[src/rtl/div_pkg.sv]
package div_pkg;
  typedef enum logic {
    PH_IDLE = 1'b0,
    PH_RUN  = 1'b1
  } div_phase_e;
endpackage

[src/rtl/div_operand_prep.sv]
module div_operand_prep #(
  parameter int N = 16
) (
  input  logic [N-1:0] dividend,
  input  logic [N-1:0] divisor,
  output logic [N-1:0] dvd_mag,
  output logic [N-1:0] dvs_mag,
  output logic         dvd_neg,
  output logic         dvs_neg,
  output logic         dvs_zero
);
  localparam logic [N-1:0] ONE = N'(1);

  function automatic logic [N-1:0] magnitude(input logic [N-1:0] v);
    return v[N-1] ? (~v + ONE) : v;
  endfunction

  assign dvd_neg  = dividend[N-1];
  assign dvs_neg  = divisor[N-1];
  assign dvd_mag  = magnitude(dividend);
  assign dvs_mag  = magnitude(divisor);
  assign dvs_zero = (divisor == '0);
endmodule

[src/rtl/div_restore_step.sv]
module div_restore_step #(
  parameter int N = 16
) (
  input  logic [N-1:0] part_rem,
  input  logic         next_bit,
  input  logic [N-1:0] dvs,
  output logic         take,
  output logic [N-1:0] new_rem
);
  localparam int SW = N + 2;

  // Trial subtraction by complement addition; carry out set means no borrow.
  function automatic logic [SW-1:0] trial_sub(input logic [N:0] a, input logic [N:0] b);
    return {1'b0, a} + {1'b0, ~b} + SW'(1);
  endfunction

  logic [N:0]    partial;
  logic [SW-1:0] diff;

  assign partial = {part_rem, next_bit};
  assign diff    = trial_sub(partial, {1'b0, dvs});
  assign take    = diff[SW-1];
  assign new_rem = take ? diff[N-1:0] : partial[N-1:0];
endmodule

[src/rtl/div_sign_fixup.sv]
module div_sign_fixup #(
  parameter int N = 16
) (
  input  logic [N-1:0] q_mag,
  input  logic [N-1:0] r_mag,
  input  logic         dvd_neg,
  input  logic         dvs_neg,
  output logic [N-1:0] q_out,
  output logic [N-1:0] r_out
);
  localparam logic [N-1:0] ONE = N'(1);

  function automatic logic [N-1:0] signed_from(input logic [N-1:0] m, input logic neg);
    return neg ? (~m + ONE) : m;
  endfunction

  assign q_out = signed_from(q_mag, dvd_neg ^ dvs_neg);
  assign r_out = signed_from(r_mag, dvd_neg);
endmodule

[src/rtl/signed_restoring_divider.sv]
module signed_restoring_divider #(
  parameter int N = 16
) (
  input  logic         clk,
  input  logic         rst_n,
  input  logic         start,
  input  logic [N-1:0] dividend,
  input  logic [N-1:0] divisor,
  output logic         busy,
  output logic         done,
  output logic [N-1:0] quotient,
  output logic [N-1:0] remainder,
  output logic         div_by_zero
);
  import div_pkg::*;

  localparam int CW = $clog2(N + 1);

  div_phase_e    phase;
  logic [CW-1:0] steps_left;
  logic [N-1:0]  acc;
  logic [N-1:0]  qsh;
  logic [N-1:0]  dvs_r;
  logic          dvd_neg_r;
  logic          dvs_neg_r;

  logic [N-1:0]  dvd_mag;
  logic [N-1:0]  dvs_mag;
  logic          dvd_neg;
  logic          dvs_neg;
  logic          dvs_zero;
  logic          step_take;
  logic [N-1:0]  step_rem;
  logic [N-1:0]  qsh_next;
  logic [N-1:0]  fix_q;
  logic [N-1:0]  fix_r;

  // Named events for the checker
  logic          accept;
  logic          last_step;

  assign busy      = (phase == PH_RUN);
  assign accept    = start && !busy;
  assign last_step = busy && (steps_left == CW'(1));
  assign qsh_next  = {qsh[N-2:0], step_take};

  div_operand_prep #(.N(N)) u_prep (
    .dividend (dividend),
    .divisor  (divisor),
    .dvd_mag  (dvd_mag),
    .dvs_mag  (dvs_mag),
    .dvd_neg  (dvd_neg),
    .dvs_neg  (dvs_neg),
    .dvs_zero (dvs_zero)
  );

  div_restore_step #(.N(N)) u_step (
    .part_rem (acc),
    .next_bit (qsh[N-1]),
    .dvs      (dvs_r),
    .take     (step_take),
    .new_rem  (step_rem)
  );

  div_sign_fixup #(.N(N)) u_fix (
    .q_mag    (qsh_next),
    .r_mag    (step_rem),
    .dvd_neg  (dvd_neg_r),
    .dvs_neg  (dvs_neg_r),
    .q_out    (fix_q),
    .r_out    (fix_r)
  );

  always_ff @(posedge clk or negedge rst_n) begin
    if (!rst_n) begin
      phase       <= PH_IDLE;
      steps_left  <= '0;
      acc         <= '0;
      qsh         <= '0;
      dvs_r       <= '0;
      dvd_neg_r   <= 1'b0;
      dvs_neg_r   <= 1'b0;
      done        <= 1'b0;
      quotient    <= '0;
      remainder   <= '0;
      div_by_zero <= 1'b0;
    end else begin
      done <= 1'b0;
      if (accept) begin
        if (dvs_zero) begin
          div_by_zero <= 1'b1;
          quotient    <= '1;
          remainder   <= dividend;
          done        <= 1'b1;
        end else begin
          div_by_zero <= 1'b0;
          phase       <= PH_RUN;
          steps_left  <= CW'(N);
          acc         <= '0;
          qsh         <= dvd_mag;
          dvs_r       <= dvs_mag;
          dvd_neg_r   <= dvd_neg;
          dvs_neg_r   <= dvs_neg;
        end
      end else if (busy) begin
        acc        <= step_rem;
        qsh        <= qsh_next;
        steps_left <= steps_left - CW'(1);
        if (last_step) begin
          phase     <= PH_IDLE;
          done      <= 1'b1;
          quotient  <= fix_q;
          remainder <= fix_r;
        end
      end
    end
  end
endmodule

[config.mk]
export PLATFORM = sky130hd
export DESIGN_NAME = signed_restoring_divider
export DESIGN_NICKNAME = d
export VERILOG_FILES = /design/src/rtl/div_pkg.sv /design/src/rtl/div_operand_prep.sv /design/src/rtl/div_restore_step.sv /design/src/rtl/div_sign_fixup.sv /design/src/rtl/signed_restoring_divider.sv
export SDC_FILE = /design/constraint.sdc
export NUM_CORES = 1
export LEC_CHECK = 0
export ABC_AREA = 1
export BUFFER_PORTS_ARGS = -buffer_cell sky130_fd_sc_hd__buf_4
export CORE_ASPECT_RATIO = 0.5
export CORE_MARGIN = 2
export CORE_UTILIZATION = 60
export DETAILED_ROUTE_END_ITERATION = 12
export PLACE_DENSITY = 0.87
export SYNTH_ARGS = -nofsm -noshare
export SYNTH_HDL_FRONTEND = slang
export SYNTH_SLANG_ARGS = --single-unit
[constraint.sdc]
create_clock -name clk -period 7.5 [get_ports clk]
set_input_delay 0 -clock clk [delete_from_list [all_inputs] [get_ports clk]]
set_output_delay 0 -clock clk [all_outputs]
set_load 0.01 [all_outputs]
# Yosys cells after proc, flatten, opt, wreduce, memory -nomap -nowiden

Index checks and enable logic that the tools add are counted.

Logic and storage cells: 67
Bits of input ports: 35
Output and inout port bits: 35
Bits in registers: 90

Reductions and logical operators: 9
Equality and inequality tests: 3
Mux-type cells: 30
Add/subtract/negate cells: 7
Bitwise logic cells: 7

Operator list:

| kind                    | number |
|---|---|
| $mux W16                | 19 |
| $add A16 B1 Y16 const B | 4 |
| $not A16 Y16            | 4 |
| $add A17 B17 Y18        | 1 |
| $add A18 B1 Y18 const B | 1 |
| $not A16 Y17            | 1 |
| $logic_not A16 Y1       | 1 |
| $mux W5                 | 3 |
| $mux W1                 | 8 |
| $eq A5 B1 Y1 const B    | 1 |
| $sub A5 B1 Y5 const B   | 1 |
| $ne A2 B2 Y1 const B    | 2 |
| $reduce_and A2 Y1       | 2 |
| $reduce_bool A2 Y1      | 2 |
| $reduce_and A3 Y1       | 1 |
| $logic_and A1 B1 Y1     | 2 |
| $logic_not A1 Y1        | 1 |
| $not A1 Y1              | 1 |
| $xor A1 B1 Y1           | 1 |

# Longest topological paths before layout

Word-level depth: 10
Gate-level depth with buffers: 22
Depth with buffers taken out: 22

# Modules after synthesis

From an unflattened synthesis, not the netlist that was laid out.

Cell total of the unflattened synthesis: 1120
Area, all modules: 7179.4 µm²

Modules (own cells, without submodules):

| module                   | area an instance (µm²) | cells each | times used | sequential area each (µm²) |
|---|---|---|---|---|
| signed_restoring_divider | 4035.1                 | 503        | 1          | 2252.2 |
| div_restore_step         | 1331.3                 | 254        | 1          | 0.0 |
| div_sign_fixup           | 917.1                  | 188        | 1          | 0.0 |
| div_operand_prep         | 895.9                  | 175        | 1          | 0.0 |

# Least setup slack after synthesis

Ideal clock, no wire load.

Path type: register to register
From: reg acc[1]
To: reg quotient[14]
Arrival: 2.621 ns
Library setup time: 0.119 ns
Data required time: 7.381 ns
Path buffers: 1
Clock period less this slack: 2.740 ns
Cell stages (with the launch flop): 21
Slack: 4.760 ns
Cells stage by stage: dfrtp_1 > ha_1 > nand2_1 > nand2_1 > nand2_1 > nand2_1 > nand2_1 > nand3_2 > nand2_4 > nand2_8 > buf_12 > inv_2 > ha_1 > nand2_1 > nor3_1 > nand3_1 > nand2_1 > o21ai_0 > xor2_1 > o22ai_1 > inv_1

Word-level cells in the longest chain between the ends: 8

Ends and longest elaborated chain:

| what                   | RTL line                        | RTL |
|---|---|---|
| start, declared        | signed_restoring_divider.sv:21  | `logic [N-1:0] acc;` |
| start signal, assigned | signed_restoring_divider.sv:106 | `acc <= step_rem;` |
| $add A17 B17 Y18       | div_restore_step.sv:14          | `return {1'b0, a} + {1'b0, ~b} + SW'(1);` |
| $add A18 B1 Y18        | div_restore_step.sv:14          |  |
| $not A16 Y16           | div_sign_fixup.sv:14            | `return neg ? (~m + ONE) : m;` |
| $add A16 B1 Y16        | div_sign_fixup.sv:14            |  |
| $mux W16               | div_sign_fixup.sv:14            |  |
| $mux W16               | signed_restoring_divider.sv:109 | `if (last_step) begin` |
| $mux W16               | signed_restoring_divider.sv:105 | `end else if (busy) begin` |
| $mux W16               | signed_restoring_divider.sv:89  | `if (accept) begin` |
| end signal, assigned   | signed_restoring_divider.sv:112 | `quotient <= fix_q;` |
| end, declared          | signed_restoring_divider.sv:11  | `output logic [N-1:0] quotient,` |

Every way passes these cells. The select of a mux whose other input is x is not followed.
A chain may end at the register's enable or synchronous reset.

# Final worst setup path

From: in divisor[0]
To: reg remainder[2]

Word-level cells in the longest chain between the ends: 3

Ends and longest elaborated chain:

| what                        | RTL line                        | RTL |
|---|---|---|
| start, declared             | signed_restoring_divider.sv:8   | `input logic [N-1:0] divisor,` |
| $logic_not A16 Y1           | div_operand_prep.sv:22          | `assign dvs_zero = (divisor == '0);` |
| $ne A2 B2 Y1 (no line)      | --                              |  |
| $reduce_and A3 Y1 (no line) | --                              |  |
| end signal, assigned        | signed_restoring_divider.sv:93  | `remainder <= dividend;` |
| end signal, assigned        | signed_restoring_divider.sv:113 | `remainder <= fix_r;` |
| end, declared               | signed_restoring_divider.sv:12  | `output logic [N-1:0] remainder,` |

Every way passes these cells.

==> metrics.md <==
| Metric | Value |
|---|---|
| Final min period | 4.03 ns |
| Die Wd | 149 µm |
| Yosys reg bits | 90 |
| DRC violations left | 0 |
| Routed WL | 17000 µm |
| Peak VDD IR | 0.248 mV |
| Most frequent cells in the layout | nand2_1, inv_1, dfrtp_1 |
| Largest net degree at the start of global routing | 75 |
| Clock slew at reported path FFs | 0.07 ns |
| Post-synthesis sequential area ratio | 35.5% |
| Initial Util | 61.9% |
| TritonCTS Buffers | 9 |
| First-pass GRT wire length | 27800 µm |
| Stages on the worst setup path | 16 |
| Min-Delay Path Class | in2reg |
| # fillers | 827 |
| Async S/R FF share, synth | 100% |
| P&R area growth vs syn | 16.3% |
| Antenna violations before repair | 0 |
| Failing checks | negative hold slack |
| Pwr dens | 551 nW/µm² |
| Cell Area, Synth | 6340 µm² |
| Worst r2r path cells | 8 |
| IO Pins | 70 |
| Crit share post-route | 53.7% |
| CP Cell Sequence | dlygate4sd3_1 > buf_4 > inv_1 > ha_1 > inv_1 > nor3_1 > inv_1 > nor3_1 > inv_1 > nor2_1 > nand3_1 > nand2_1 > inv_1 > a21oi_1 > o21ai_0 > o21a_1 |
| Clk buf depth | 2 |
| Gate Count Post-Synth | 920 |
| DR vias | 6426 |
| CTS Sinks | 90 |
| Clk_skew | 0.00773 ns |
| Largest delay contributor family on the critical path | buffers and inverters |
| Maximum clock frequency | 0.248 GHz |
| Max-Cap Viols | 0 |
| Ys Warns | 0 |
| Root Buffer | clkbuf_16 |
| Placed cell count | 1101 |
| EDFF count, synth | 0 |
| Hold_ws | -0.00621 ns |
| Endpoints failing hold | 1 |
| Pleak | 3.77 nW |
| Outcome | finished with violations |
| Vias in the first global route | 5892 |
| Setup bufs post-CTS | 0 |
| Syn nets | 978 |
| All-Layer GR Usage | 30.4% |
| Main flop type after synthesis | dfrtp_1 |
| Layout cells sized above 1 | 11.6% |
| CP Max Fanout | 32 |
| Headroom to the max-slew limit | 23.3% |
| Worst setup EP type | flip-flop |
| Final setup viols | 0 |
| WHS Path Cells | 3 |
| Final Max Slew Viols | 0 |
| DP HPWL | 12500 µm |
| DP Worst Slack | 3.80 ns |
| Slew @ Worst Pin | 1.15 ns |
| CP max stage cell | nand2_1 |
| Most frequent CP cell | inv_1 |
| Global route overflow | 0 |
| Finished Layout Cells | 1136 |
| DRT Pass-1 Iters | 5 |
| H-tree levels | 3 |
| Die area | 11500 µm² |
| RSZ-0062 raised after global routing | no |
| CP bufs+invs | 7 |
| Critical path required time | 7.74 ns |
| Core ar. | 10200 µm² |
| Avg Inst Size Synth | 6.90 µm² |
| Crit Path Class | in2reg |
| Setup ws final | 3.47 ns |
| Post-Route Setup TNS | 0 ns |
| Ant. Diodes | 0 |
| WL/cell | 15.0 µm |
| Row count | 26 |
| DRT antenna net count | 0 |
| Post-synth cell types | 46 |
| Startpoint Class | input port |
| CTS tree | yes |
| Nets | 1049 |
| Routability Congestion | 0.902 |
| Die Ht | 76.7 µm |
| Slowest stage delay, CP | 0.91 ns |
| Iter 0 DRT Violations | 632 |
| WP data arrival | 4.27 ns |
| Vias per Instance | 5.66 |
| Latest clock arrival within the worst-skew pair | 0.35 ns |
| Leading cell type in the layout, fill and taps excluded | nand2_1 |
| IO buf count | 69 |
-- final cells by class --
| type | count | area (µm²) | area share, % |
|---|---|---|---|
| flip-flops and latches | 90 | 2250 | 30.5 |
| clock buffers | 9 | 225 | 3.05 |
| clock inverters | 7 | 52.6 | 0.712 |
| well taps | 140 | 175 | 2.37 |
| inverters | 130 | 488 | 6.61 |
| repair buffers | 91 | 731 | 9.90 |
| multi-input cells | 669 | 3460 | 46.8 |
-- routing by layer --
layer	vias up	global-route usage, %	share of wire [%]
met5	-	0	0
li1	3142	-	-
met2	314	49.0	46
met3	39	5.60	8.3
met1	2931	41.9	44
met4	0	9.81	2.4
-- kinds of logic after synthesis --
logic type | Yosys count | share of synthesized area [%]
AOI/OAI and AO/OA | 168 | 15.6
xor gates and xnor gates | 29 | 4.00
adders and majority gates | 23 | 4.65
buffers and inverters | 161 | 10.1
DFF | 90 | 35.5
and+or+nand+nor | 449 | 30.1
-- per-stage QoR --
stage / instance area [µm²] / total power [mW] / utilization [%]
after global placement: 6910 / 3.46 / 67.4
after CTS: 7380 / 4.01 / 72.0
after global routing: 7380 / 4.45 / 72.0
after floorplan: 6340 / 2.87 / -
after detailed placement: 6910 / 3.55 / 67.4
final: 7380 / 4.07 / 72.0
-- where the power goes --
part | switching [mW] | internal (mW)
clock | 0.202 | 0.228
sequential | 0.195 | 0.736
combinational | 1.74 | 0.963
-- sequential cells by signal, summed over array words and instances, names as in the netlist --
signal / flops
qsh: 16
dvs_neg_r: 1
done: 1
div_by_zero: 1
dvs_r: 16
acc: 16
remainder: 16
steps_left: 5
busy: 1
dvd_neg_r: 1
quotient: 16
-- worst min-delay path, stage by stage --
cell	delay (ns)
buf_4	0.10
xnor2_1	0.11
o21ai_0	0.08
-- cell usage after synthesis (all sizes together) (2+ instances only) --
library cell | n | share of area [%]
a21o | 2 | 0.24
a21oi | 35 | 2.8
a31oi | 12 | 1.2
a41oi | 5 | 0.69
buf | 9 | 1.1
clkbuf | 22 | 1.3
clkinv | 4 | 0.24
dfrtp | 90 | 36
ha | 22 | 4.3
inv | 126 | 7.5
nand2 | 271 | 17
nand3 | 69 | 5.6
nand3b | 2 | 0.24
nand4 | 11 | 1.1
nor2 | 72 | 4.5
nor3 | 16 | 1.3
nor4 | 5 | 0.49
o211ai | 8 | 0.95
o21ai | 82 | 6.9
o21bai | 2 | 0.24
o221ai | 5 | 0.69
o22ai | 7 | 0.69
o31ai | 7 | 0.83
xnor2 | 10 | 1.4
xor2 | 19 | 2.6
-- path summary, 6_finish.rpt --
kind | slack [ns] | from | end
setup / recovery | 3.47 | divisor[0] | remainder[2]
hold / removal | -0.006 | divisor[3] | dvs_r[3]
setup reg to reg | 3.69 | busy | remainder[2]
hold reg to reg | 0.49 | remainder[0] | remainder[0]
max in group asynchronous | 6.30 | rst_n | qsh[7]
min in group asynchronous | 0.04 | rst_n | dvs_r[12]
-- repair_timing --
| item | in CTS | in global routing |
|---|---|---|
| resized for setup | 0 | 0 |
| hold buffers | 19 | 0 |
| hold endpoints to repair | 34 | 0 |
(Power assumes the default switching activity.)
